File: config.mk
export PLATFORM = sky130hd
export DESIGN_NAME = flash_cmd_decoder
export DESIGN_NICKNAME = d
export VERILOG_FILES = /design/src/rtl/flash_cmd_pkg.sv /design/src/rtl/flash_wr_filter.sv /design/src/rtl/flash_cmd_fsm.sv /design/src/rtl/flash_id_mux.sv /design/src/rtl/flash_cmd_decoder.sv
export SDC_FILE = /design/constraint.sdc
export NUM_CORES = 1
export LEC_CHECK = 0
export BUFFER_PORTS_ARGS = -buffer_cell sky130_fd_sc_hd__buf_2
export CAP_MARGIN = 20
export CORE_UTILIZATION = 48
export DETAILED_ROUTE_END_ITERATION = 7
export GPL_ROUTABILITY_DRIVEN = 0
export PLACE_DENSITY = 0.79
export SLEW_MARGIN = 20
export SYNTH_ARGS = -nofsm -noshare
export SYNTH_HDL_FRONTEND = slang
export SYNTH_SLANG_ARGS = --single-unit
File: constraint.sdc
create_clock -name clk -period 2.15 [get_ports clk]
set_input_delay 0.215 -clock clk [delete_from_list [all_inputs] [get_ports clk]]
set_output_delay 0.215 -clock clk [all_outputs]
set_load 0.05 [all_outputs]
File: src/rtl/flash_cmd_pkg.sv
package flash_cmd_pkg;

  typedef logic [7:0] byte_t;

  typedef enum logic [3:0] {
    ST_READ,
    ST_UNL1,
    ST_UNL2,
    ST_PROG,
    ST_ERA3,
    ST_ERA4,
    ST_ERA5,
    ST_IDM,
    ST_IDX1,
    ST_IDX2
  } seq_state_e;

  localparam int unsigned CMD_AW = 11;
  localparam logic [CMD_AW-1:0] CA_FIRST  = 11'h555;
  localparam logic [CMD_AW-1:0] CA_SECOND = 11'h2AA;

  localparam byte_t K_UNL_A  = 8'hAA;
  localparam byte_t K_UNL_B  = 8'h55;
  localparam byte_t K_PROG   = 8'hA0;
  localparam byte_t K_ERASE  = 8'h80;
  localparam byte_t K_CHIP   = 8'h10;
  localparam byte_t K_BLOCK  = 8'h30;
  localparam byte_t K_LOCK   = 8'h40;
  localparam byte_t K_IDENT  = 8'h90;
  localparam byte_t K_EXIT   = 8'hF0;
  localparam byte_t K_MAKER  = 8'h9D;
  localparam byte_t K_DEVTOP = 8'h1E;
  localparam byte_t K_DEVBOT = 8'h2E;

endpackage

File: src/rtl/flash_wr_filter.sv
module flash_wr_filter
  import flash_cmd_pkg::*;
#(
  parameter int unsigned AW     = 19,
  parameter int unsigned FILTER = 2
) (
  input  logic          clk,
  input  logic          rst_n,
  input  logic          ce_n,
  input  logic          oe_n,
  input  logic          we_n,
  input  logic [AW-1:0] addr,
  input  byte_t         wdata,
  output logic          wr_o,
  output logic [AW-1:0] wr_addr_o,
  output byte_t         wr_data_o
);

  localparam int unsigned CW = $clog2(FILTER + 1);
  localparam logic [CW-1:0] LIM = CW'(FILTER);

  logic          strobe;
  logic [CW-1:0] cnt_q, cnt_d;
  logic          wr_q, wr_d;
  logic          cap_en;
  logic [AW-1:0] a_q;
  byte_t         d_q;

  assign strobe = !ce_n && !we_n;

  always_comb begin
    cnt_d  = cnt_q;
    wr_d   = 1'b0;
    cap_en = 1'b0;
    if (strobe && oe_n) begin
      cap_en = 1'b1;
      if (cnt_q != LIM) cnt_d = cnt_q + 1'b1;
    end else if (strobe) begin
      cnt_d = '0;
    end else begin
      cnt_d = '0;
      wr_d  = (cnt_q == LIM);
    end
  end

  always_ff @(posedge clk or negedge rst_n) begin
    if (!rst_n) begin
      cnt_q <= '0;
      wr_q  <= 1'b0;
      a_q   <= '0;
      d_q   <= '0;
    end else begin
      cnt_q <= cnt_d;
      wr_q  <= wr_d;
      if (cap_en) begin
        a_q <= addr;
        d_q <= wdata;
      end
    end
  end

  assign wr_o      = wr_q;
  assign wr_addr_o = a_q;
  assign wr_data_o = d_q;

  a_r10_single_event: assert property (@(posedge clk) disable iff (!rst_n)
    wr_q |=> !wr_q);

  a_r9_oe_high_strobe: assert property (@(posedge clk) disable iff (!rst_n)
    wr_q |-> $past(oe_n, 2));

endmodule

File: src/rtl/flash_cmd_fsm.sv
module flash_cmd_fsm
  import flash_cmd_pkg::*;
#(
  parameter int unsigned AW       = 19,
  parameter int unsigned BOOT_AW  = 14,
  parameter bit          TOP_BOOT = 1'b1
) (
  input  logic          clk,
  input  logic          rst_n,
  input  logic          wr_i,
  input  logic [AW-1:0] wr_addr_i,
  input  byte_t         wr_data_i,
  input  logic          busy_i,
  output logic          prog_start_o,
  output logic          chip_erase_start_o,
  output logic          block_erase_start_o,
  output logic [AW-1:0] op_addr_o,
  output byte_t         op_data_o,
  output logic          id_mode_o,
  output logic          boot_locked_o
);

  localparam int unsigned TW = AW - BOOT_AW;
  localparam logic [TW-1:0] BOOT_TAG = TOP_BOOT ? {TW{1'b1}} : {TW{1'b0}};

  seq_state_e state_q, state_d;
  logic lock_q, lock_d;
  logic ps_q, ps_d, ce_q, ce_d, be_q, be_d;
  logic op_en;
  logic [AW-1:0] opa_q;
  byte_t opd_q;
  logic acc, at1, at2, boot_w;
  byte_t d;

  assign acc    = wr_i && !busy_i;
  assign d      = wr_data_i;
  assign at1    = (wr_addr_i[CMD_AW-1:0] == CA_FIRST);
  assign at2    = (wr_addr_i[CMD_AW-1:0] == CA_SECOND);
  assign boot_w = (wr_addr_i[AW-1:BOOT_AW] == BOOT_TAG);

  always_comb begin
    state_d = state_q;
    lock_d  = lock_q;
    ps_d    = 1'b0;
    ce_d    = 1'b0;
    be_d    = 1'b0;
    op_en   = 1'b0;
    if (acc) begin
      case (state_q)
        ST_READ: state_d = (at1 && d == K_UNL_A) ? ST_UNL1 : ST_READ;
        ST_UNL1: state_d = (at2 && d == K_UNL_B) ? ST_UNL2 : ST_READ;
        ST_UNL2: begin
          if (at1 && d == K_PROG)       state_d = ST_PROG;
          else if (at1 && d == K_ERASE) state_d = ST_ERA3;
          else if (at1 && d == K_IDENT) state_d = ST_IDM;
          else                          state_d = ST_READ;
        end
        ST_PROG: begin
          state_d = ST_READ;
          if (!(lock_q && boot_w)) begin
            ps_d  = 1'b1;
            op_en = 1'b1;
          end
        end
        ST_ERA3: state_d = (at1 && d == K_UNL_A) ? ST_ERA4 : ST_READ;
        ST_ERA4: state_d = (at2 && d == K_UNL_B) ? ST_ERA5 : ST_READ;
        ST_ERA5: begin
          state_d = ST_READ;
          if (at1 && d == K_CHIP) begin
            ce_d  = 1'b1;
            op_en = 1'b1;
          end else if (d == K_BLOCK) begin
            if (!(lock_q && boot_w)) begin
              be_d  = 1'b1;
              op_en = 1'b1;
            end
          end else if (at1 && d == K_LOCK) begin
            lock_d  = 1'b1;
            state_d = ST_IDM;
          end
        end
        ST_IDM: begin
          if (d == K_EXIT)                 state_d = ST_READ;
          else if (at1 && d == K_UNL_A)    state_d = ST_IDX1;
        end
        ST_IDX1: begin
          if (d == K_EXIT)                 state_d = ST_READ;
          else if (at2 && d == K_UNL_B)    state_d = ST_IDX2;
          else                             state_d = ST_IDM;
        end
        ST_IDX2: state_d = (d == K_EXIT) ? ST_READ : ST_IDM;
        default: state_d = ST_READ;
      endcase
    end
  end

  always_ff @(posedge clk or negedge rst_n) begin
    if (!rst_n) begin
      state_q <= ST_READ;
      lock_q  <= 1'b0;
      ps_q    <= 1'b0;
      ce_q    <= 1'b0;
      be_q    <= 1'b0;
      opa_q   <= '0;
      opd_q   <= '0;
    end else begin
      state_q <= state_d;
      lock_q  <= lock_d;
      ps_q    <= ps_d;
      ce_q    <= ce_d;
      be_q    <= be_d;
      if (op_en) begin
        opa_q <= wr_addr_i;
        opd_q <= wr_data_i;
      end
    end
  end

  assign prog_start_o        = ps_q;
  assign chip_erase_start_o  = ce_q;
  assign block_erase_start_o = be_q;
  assign op_addr_o           = opa_q;
  assign op_data_o           = opd_q;
  assign boot_locked_o       = lock_q;
  assign id_mode_o = (state_q == ST_IDM) || (state_q == ST_IDX1) || (state_q == ST_IDX2);

  a_r2_one_request: assert property (@(posedge clk) disable iff (!rst_n)
    $onehot0({ps_q, ce_q, be_q}));

  a_r2_prog_after_arm: assert property (@(posedge clk) disable iff (!rst_n)
    ps_q |-> $past(state_q) == ST_PROG);

  a_r12_busy_ignored: assert property (@(posedge clk) disable iff (!rst_n)
    (wr_i && busy_i) |=> ($stable(state_q) && $stable(lock_q)));

  a_r5_lock_sticky: assert property (@(posedge clk) disable iff (!rst_n)
    lock_q |=> lock_q);

  a_r13_no_locked_block_erase: assert property (@(posedge clk) disable iff (!rst_n)
    be_q |-> !(lock_q && opa_q[AW-1:BOOT_AW] == BOOT_TAG));

endmodule

File: src/rtl/flash_id_mux.sv
module flash_id_mux
  import flash_cmd_pkg::*;
#(
  parameter int unsigned AW       = 19,
  parameter int unsigned BOOT_AW  = 14,
  parameter bit          TOP_BOOT = 1'b1
) (
  input  logic          ce_n,
  input  logic          oe_n,
  input  logic [AW-1:0] addr,
  input  logic          id_mode,
  input  logic          locked,
  input  byte_t         array_rdata,
  output byte_t         rdata
);

  localparam int unsigned TW = AW - BOOT_AW;
  localparam logic [TW-1:0] BOOT_TAG = TOP_BOOT ? {TW{1'b1}} : {TW{1'b0}};
  localparam byte_t DEV_CODE = TOP_BOOT ? K_DEVTOP : K_DEVBOT;

  logic boot_r;
  assign boot_r = (addr[AW-1:BOOT_AW] == BOOT_TAG);

  always_comb begin
    rdata = '0;
    if (!ce_n && !oe_n) begin
      if (!id_mode)                            rdata = array_rdata;
      else if (boot_r && addr[1:0] == 2'b10)   rdata = {7'b0, locked};
      else if (addr[7:0] == 8'h00)             rdata = K_MAKER;
      else if (addr[7:0] == 8'h01)             rdata = DEV_CODE;
    end
  end

endmodule

File: src/rtl/flash_cmd_decoder.sv
module flash_cmd_decoder
  import flash_cmd_pkg::*;
#(
  parameter int unsigned AW            = 19,
  parameter int unsigned FILTER_CYCLES = 2,
  parameter int unsigned BOOT_AW       = 14,
  parameter bit          TOP_BOOT      = 1'b1
) (
  input  logic          clk,
  input  logic          rst_n,
  input  logic          ce_n,
  input  logic          oe_n,
  input  logic          we_n,
  input  logic [AW-1:0] addr,
  input  logic [7:0]    wdata,
  input  logic          busy,
  input  logic [7:0]    array_rdata,
  output logic [7:0]    rdata,
  output logic          prog_start,
  output logic          chip_erase_start,
  output logic          block_erase_start,
  output logic [AW-1:0] op_addr,
  output logic [7:0]    op_data,
  output logic          boot_locked
);

  logic [1:0]    rs_q;
  logic          rst_i_n;
  logic          wr;
  logic [AW-1:0] wr_addr;
  byte_t         wr_data;
  logic          id_mode;

  always_ff @(posedge clk or negedge rst_n) begin
    if (!rst_n) rs_q <= '0;
    else        rs_q <= {rs_q[0], 1'b1};
  end
  assign rst_i_n = rs_q[1];

  flash_wr_filter #(.AW(AW), .FILTER(FILTER_CYCLES)) u_filt (
    .clk(clk), .rst_n(rst_i_n), .ce_n(ce_n), .oe_n(oe_n), .we_n(we_n),
    .addr(addr), .wdata(wdata),
    .wr_o(wr), .wr_addr_o(wr_addr), .wr_data_o(wr_data)
  );

  flash_cmd_fsm #(.AW(AW), .BOOT_AW(BOOT_AW), .TOP_BOOT(TOP_BOOT)) u_fsm (
    .clk(clk), .rst_n(rst_i_n), .wr_i(wr), .wr_addr_i(wr_addr),
    .wr_data_i(wr_data), .busy_i(busy),
    .prog_start_o(prog_start), .chip_erase_start_o(chip_erase_start),
    .block_erase_start_o(block_erase_start), .op_addr_o(op_addr),
    .op_data_o(op_data), .id_mode_o(id_mode), .boot_locked_o(boot_locked)
  );

  flash_id_mux #(.AW(AW), .BOOT_AW(BOOT_AW), .TOP_BOOT(TOP_BOOT)) u_mux (
    .ce_n(ce_n), .oe_n(oe_n), .addr(addr), .id_mode(id_mode),
    .locked(boot_locked), .array_rdata(array_rdata), .rdata(rdata)
  );

endmodule

==> impl_results.md, run 1 <==
* Layout cell share with drive strength beyond 1 at 56.1%
* Root Driver: clkbuf_8
* Post-Route WL at 6980 um
* Seq/Total Area, Yosys at 53.1%
* Wire length on met2 at 3250 um
* Unique masters post-synth at 54
* Max Fanout on Critical Path at 4
* EDFF count, synth at 0
* Detailed-router iteration count before antenna repair at 4
* R2r endpoint: u_fsm.op_addr_o[14]
* Worst Hold End: u_filt.wr_addr_o[11]
* Worst Slack Setup Final at about 0.014 ns
* Max-cap violations at 0
* DR vias at 2292
* Ant. Diodes at 0
* Hold Path Class: input port to register
* Die height at 83.1 um
* Reg-to-reg critical path startpoint: u_filt.wr_data_o[1]
* Data arrival, critical path at around 1.9 ns
* Initial DRC Count at 160
* Relative slew slack at 49.1%
* Vias in the first global route at approximately 2400
* VDD IR max at 0.000454 V
* Fillers at 472
* Design Area, Final at 0.00408 mm2
* Pin count of the biggest net entering global routing at 35
* Worst-case reg-to-reg path depth at 6
* Crit share post-route at 99.3%
* Cell accounting for the most synthesized area: dfrtp_1
* Synth area leaders: dfrtp_1, mux2_2, mux2_4
* Pre-CTS setup slack at -0.0826 ns
* Max Freq at 468 MHz
* Initial antenna violation count at 0
* Worst hold margin at 0.0890 ns
* Post-Syn Area at 0.00316 mm2
* Wl on met1 at 3270 um
* Mean Syn Cell Area at 13.2 um2
* Status: finished, final reports clean
* Site Rows at 29
* Global-route wire length before repair at 11700 um
* Pwr dens at between 700 and 800 mW/mm2
* # IOs at 80
* RSZ-0062 raised after global routing: true
* Yosys top cell area share at 53.1%
* Sum Neg Setup Slack at 0 ns
* WL met3 at 277 um
* Placed Instances at between 400 and 500
* Post-Syn Nets at around 280
* Clock sink total at 67
* CP endpoint kind: output port
* Clock latency on the worst-skew pair at about 0.35 ns
* Fin. Hold Viols at 0
* Yosys reg bits at 67
* Worst Setup Start Kind: input port
* # DRC at 0
* Die Width at 83.1 um
* Core area at 0.00635 mm2
* Overflow after GRT at 0
* Slew Viols, Final at 0
* Tmin final at 2.14 ns
* Cell count after synthesis at 239
* Total CTS buffers at 9
* Avg Vias per Cell at 5.42
* # setup viols final at 0
* Area occupied by multi-input gates at 0.00145 mm2
* Critical Path RT at 1.93 ns
* TritonCTS clock tree: built
* Critical path class: input port to output port
* Yosys Warn Count at 0
* HPWL after DPL at 4970 um
* Slew @ Worst Pin at 0.764 ns
* Post-layout util at roughly 64%
* Drt wl/cell at 16.5 um
* Port bufs at between 70 and 80
* Asr flop ratio synth at 100%
* Hold depth at 2
* Area grow syn2layout at 29.3%
* Max clock buf depth at 2
* Setup slack, reg-to-reg at 0.04 ns
* Top layer in use: met4
* Clk slew on worst S/H paths at 0.07 ns
* Skew final at between 0.01 and 0.015 ns
* Dominant synthesized flop cell: dfrtp_1
* Final ANT Viol Nets at 0
* P_leak at a little under 2 nW
* H-Tree Depth at 3
* Die area at 0.00690 mm2
* Final Non-Filler Cells at 423
* Total chip power at 2.95 mW
* Initial core utilization at about half
* Area after DPL at 0.00378 mm2
* Layout Nets at 383
* Register area at 0.00168 mm2
* Hold path startpoint: addr[11]
* Total GRT Usage at 22.0%
## kinds of logic (layout without fill, tap and decap cells)
logic type	Yosys count	after routing	synth area share, %
compound gates	29	29	6.15
xor+xnor	2	2	0.555
fa+ha+maj	1	1	0.396
buf+inv	15	122	3.33
flops	67	67	53.1
mux	55	55	22.0
other cells	1	1	0.119
simple gates	69	69	14.3
## metal layers
layer	track usage, %	vias to the layer above
met5	0	-
met4	11.9	0
met3	4.47	17
met2	33.2	77
met1	30.0	1114
li1	-	1084
## state kept, by name, indices dropped and copies added, names as in the netlist
| name | count |
|---|---|
| u_filt.wr_addr_o | 19 |
| u_fsm.op_addr_o | 19 |
| u_filt.wr_data_o | 8 |
| u_fsm.op_data_o | 8 |
| u_fsm.state_q | 4 |
| rs_q | 2 |
| u_filt.cnt_q | 2 |
| u_filt.wr_o | 1 |
| u_fsm.block_erase_start_o | 1 |
| u_fsm.boot_locked_o | 1 |
| u_fsm.chip_erase_start_o | 1 |
| u_fsm.prog_start_o | 1 |
## final cells by class
class / count / share of cell area, %
timing repair buffer: 102 / 15.3
tap: 77 / 2.36
multi-input combinational: 157 / 35.6
sequential: 67 / 41.2
clock buffer: 13 / 4.14
inverter: 4 / 0.368
clock inverter: 3 / 1.07
## power breakdown
group	total, mW	internal [mW]	switching [mW]
Combinational	0.362	0.196	0.166
Sequential	1.49	1.36	0.127
Clock	1.10	0.633	0.467
Total	2.95	2.19	0.759
## cell usage after synthesis, types with 2 or more instances
library cell,instances
nand2_1,15
nand4_1,3
and3b_1,2
dfrtp_1,67
nor2_1,7
and3_1,2
nor3_2,2
o211ai_1,2
a21oi_1,10
nand2b_1,2
nor3b_1,5
or3_1,2
buf_12,2
nor3_1,3
or4bb_1,2
xnor2_1,2
o21ai_0,3
mux2_4,20
mux2_2,35
buf_1,2
nand3b_1,2
inv_1,4
nor4_1,6
o21a_1,2
clkbuf_1,4
buf_6,2
and2_1,2
a31oi_1,3
## placed cells by master, fill, tap and decap left out, types with 3 or more instances in the layout
master    count
nor4_1        5
nand4_1       3
o21ai_0       3
dfrtp_1      64
buf_2        76
nand2_1      15
a31oi_1       3
mux2_4       20
mux2_2       35
nor3_1        3
dfrtp_2       3
nor2_1        6
clkbuf_8     12
buf_4        18
nor3b_1       3
a21oi_1       7
inv_1         4
buf_12        3
## worst max path at each step
stage	start	to	slack (ns)	cells after the start
CTS	addr[6]	rdata[0]	0.02	8
detailed placement	addr[6]	rdata[0]	-0.08	8
global route	u_fsm.state_q[3]	rdata[0]	-0.05	5
global placement	addr[6]	rdata[0]	-0.09	8
finish	addr[6]	rdata[0]	0.01	8
floorplan	addr[6]	rdata[2]	-0.06	4
## worst max-delay path, cell delays in order
cell and delay, ns:
buf_2 0.11, or4_1 0.53, nor4_2 0.17, buf_4 0.18, a41oi_1 0.04, or3_1 0.34, a21oi_2 0.16, buf_6 0.17
## what timing repair did
item	CTS	global route
resized for setup	9	7
setup endpoints to repair	13	36
pin swaps	2	1
hold buffers	1	0
buffers inserted	1	0
hold endpoints to repair	2	0
Power figures use the tool's default switching activity.
==> run 2, diff against run 1 <==
--- a/config.mk
+++ b/config.mk
@@ -7,10 +7,12 @@
 export LEC_CHECK = 0
 export BUFFER_PORTS_ARGS = -buffer_cell sky130_fd_sc_hd__buf_2
 export CAP_MARGIN = 20
+export CORE_MARGIN = 2
 export CORE_UTILIZATION = 48
 export DETAILED_ROUTE_END_ITERATION = 7
 export GPL_ROUTABILITY_DRIVEN = 0
 export PLACE_DENSITY = 0.79
+export SETUP_SLACK_MARGIN = 0.4
 export SLEW_MARGIN = 20
 export SYNTH_ARGS = -nofsm -noshare
 export SYNTH_HDL_FRONTEND = slang
==> run 2 against run 1 <==
Against the previous run:
- sequential cell count is the same
- die area is 4.9% higher
- critical path depth decreased by 1
- via count grew 13%
- critical path type is now register to register
- critical endpoint is now u_fsm.op_addr_o[7]
==> impl_results.md, run 2 (synthesized netlist as in run 1, its figures left out) <==
* Clock latency on the worst-skew pair at 0.34 ns (about the same)
* Area grow syn2layout at 47.5%
* CP endpoint kind: register
* Tmin final at 2.13 ns (-0.00122 ns)
* Max Fanout on Critical Path at 5 (+1)
* Crit share post-route at 99.3% (about the same)
* # setup viols final at 0 (unchanged)
* Global-route wire length before repair at 13500 um (+15%)
* Initial DRC Count at 196 (+23%)
* P_leak at 2.17 nW (+9.6%)
* Total GRT Usage at 24.3% (+2.2 points)
* Worst-case reg-to-reg path depth at 7 (+1)
* Reg-to-reg critical path startpoint: u_filt.wr_addr_o[5]
* Final ANT Viol Nets at 0 (unchanged)
* Root Driver: clkbuf_8
* Drt wl/cell at 20.4 um (+23%)
* H-Tree Depth at 3 (unchanged)
* Register area at 0.00168 mm2 (+0.15%)
* # DRC at 0 (unchanged)
* Clk slew on worst S/H paths at 0.07 ns (about the same)
* Pre-CTS setup slack at 0.0243 ns (+0.107 ns)
* Max Freq at 468 MHz (about the same)
* Overflow after GRT at 0 (unchanged)
* Ant. Diodes at 0 (unchanged)
* Post-Route WL at 9190 um (+32%)
* Area occupied by multi-input gates at 0.00172 mm2 (+18%)
* Hold Path Class: input port to register
* Worst Setup Start Kind: register
* Data arrival, critical path at 2.36 ns (+0.44 ns)
* Clock sink total at 67 (unchanged)
* Max-cap violations at 0 (unchanged)
* Initial core utilization at 49.7% (unchanged)
* Worst Slack Setup Final at 0.0153 ns (+0.00122 ns)
* R2r endpoint: u_fsm.op_addr_o[7]
* Die Width at 85.1 um (+2.4%)
* RSZ-0062 raised after global routing: true
* Layout Nets at 411 (+7.3%)
* TritonCTS clock tree: built
* Critical path class: register to register
* Avg Vias per Cell at 5.76 (+6.3%)
* Critical path origin: u_filt.wr_addr_o[5]
* Layout cell share with drive strength beyond 1 at 67.1% (+11 points)
* VDD IR max at 0.000384 V (-15%)
* Total CTS buffers at 9 (unchanged)
* DR vias at 2598 (+13%)
* Design Area, Final at 0.00465 mm2 (+14%)
* Vias in the first global route at 2665 (+11%)
* Fin. Hold Viols at 0 (unchanged)
* Die area at 0.00724 mm2 (+4.9%)
* Pwr dens at 651 mW/mm2 (-10%)
* Slew Viols, Final at 0 (unchanged)
* Fillers at 340 (-28%)
* Die height at 85.1 um (+2.4%)
* Max clock buf depth at 2 (unchanged)
* Commonest non-fill, non-tap cells in the layout: buf_2, dfrtp_1, buf_4
* Status: finished, final reports clean
* Initial antenna violation count at 0 (unchanged)
* Detailed-router iteration count before antenna repair at 4 (unchanged)
* Pin count of the biggest net entering global routing at 30 (-14%)
* Core area at 0.00635 mm2 (unchanged)
* Critical Path RT at 2.37 ns (+0.44 ns)
* # IOs at 80 (unchanged)
* Worst setup path end: u_fsm.op_addr_o[7]
* Site Rows at 29 (unchanged)
* Setup slack, reg-to-reg at 0.02 ns (-0.02 ns)
* Area after DPL at 0.00387 mm2 (+2.4%)
* Skew final at 0.00571 ns (-0.00499 ns)
* Commonest non-fill, non-tap cell in the layout: buf_2
* Port bufs at 79 (unchanged)
* HPWL after DPL at 5360 um (+7.7%)
-- run 2: cell type report --
cell class / count / share of cell area, %
Clock buffer: 10 / 2.96
Clock inverter: 6 / 1.37
Inverter: 4 / 0.323
Multi-Input combinational cell: 158 / 36.9
Sequential cell: 67 / 36.2
Tap cell: 77 / 2.07
Timing Repair Buffer: 129 / 20.2
-- run 2: worst min path at each step --
| stage | from | to | slack (ns) | depth (start not counted) |
|---|---|---|---|---|
| after detailed placement | rst_n | rs_q[0] | 0.003 | 1 |
| after global placement | rst_n | rs_q[0] | 0.0004 | 1 |
| after global routing | addr[12] | u_filt.wr_addr_o[12] | 0.10 | 2 |
| final | addr[8] | u_filt.wr_addr_o[8] | 0.11 | 2 |
| after floorplan | rst_n | rs_q[0] | -0.08 | 0 |
| after CTS | wdata[5] | u_filt.wr_data_o[5] | 0.1 | 2 |
-- run 2: through the flow --
stage / power [mW] / hold WS (ns) / utilization, % / cells / TNS (ns)
floorplan: 1.71 / -0.0806 / - / 239 / 0
global placement: 1.87 / 0.000403 / 60.9 / 405 / 0
detailed placement: 1.89 / 0.00301 / 60.9 / 405 / 0
CTS: 2.97 / 0.0966 / 68.3 / 440 / 0
global route: 3.14 / 0.101 / 73.3 / 451 / -0.915
finish: 3.03 / 0.108 / 73.3 / 451 / 0
-- run 2: routing by layer --
metal  track usage [%]  wire length (um)
met5                 0                 0
met4              13.0               359
met3              4.77               489
met2              39.6              4710
met1              30.6              3620
-- run 2: power breakdown --
part           switching [mW]  leakage [nW]  internal [mW]
sequential              0.131         0.863           1.36
clock                   0.489        0.0987          0.567
combinational           0.231          1.21          0.246
total                   0.851          2.17           2.18
-- run 2: what timing repair did --
action | in CTS | in global routing
setup buffers | 17 | 8
hold buffers | 1 | 0
resized for setup | 27 | 53
pin swaps | 13 | 21
endpoints found under the hold margin | 2 | 0
endpoints found under the setup margin | 40 | 42
gates cloned | 1 | 3
-- run 2: critical path, stage by stage, from the launching register on --
cell	delay, ns
dfrtp_1	0.39
or4b_4	0.56
nor4_4	0.20
a21oi_2	0.08
o21bai_4	0.18
buf_12	0.15
clkbuf_16	0.16
mux2_4	0.30
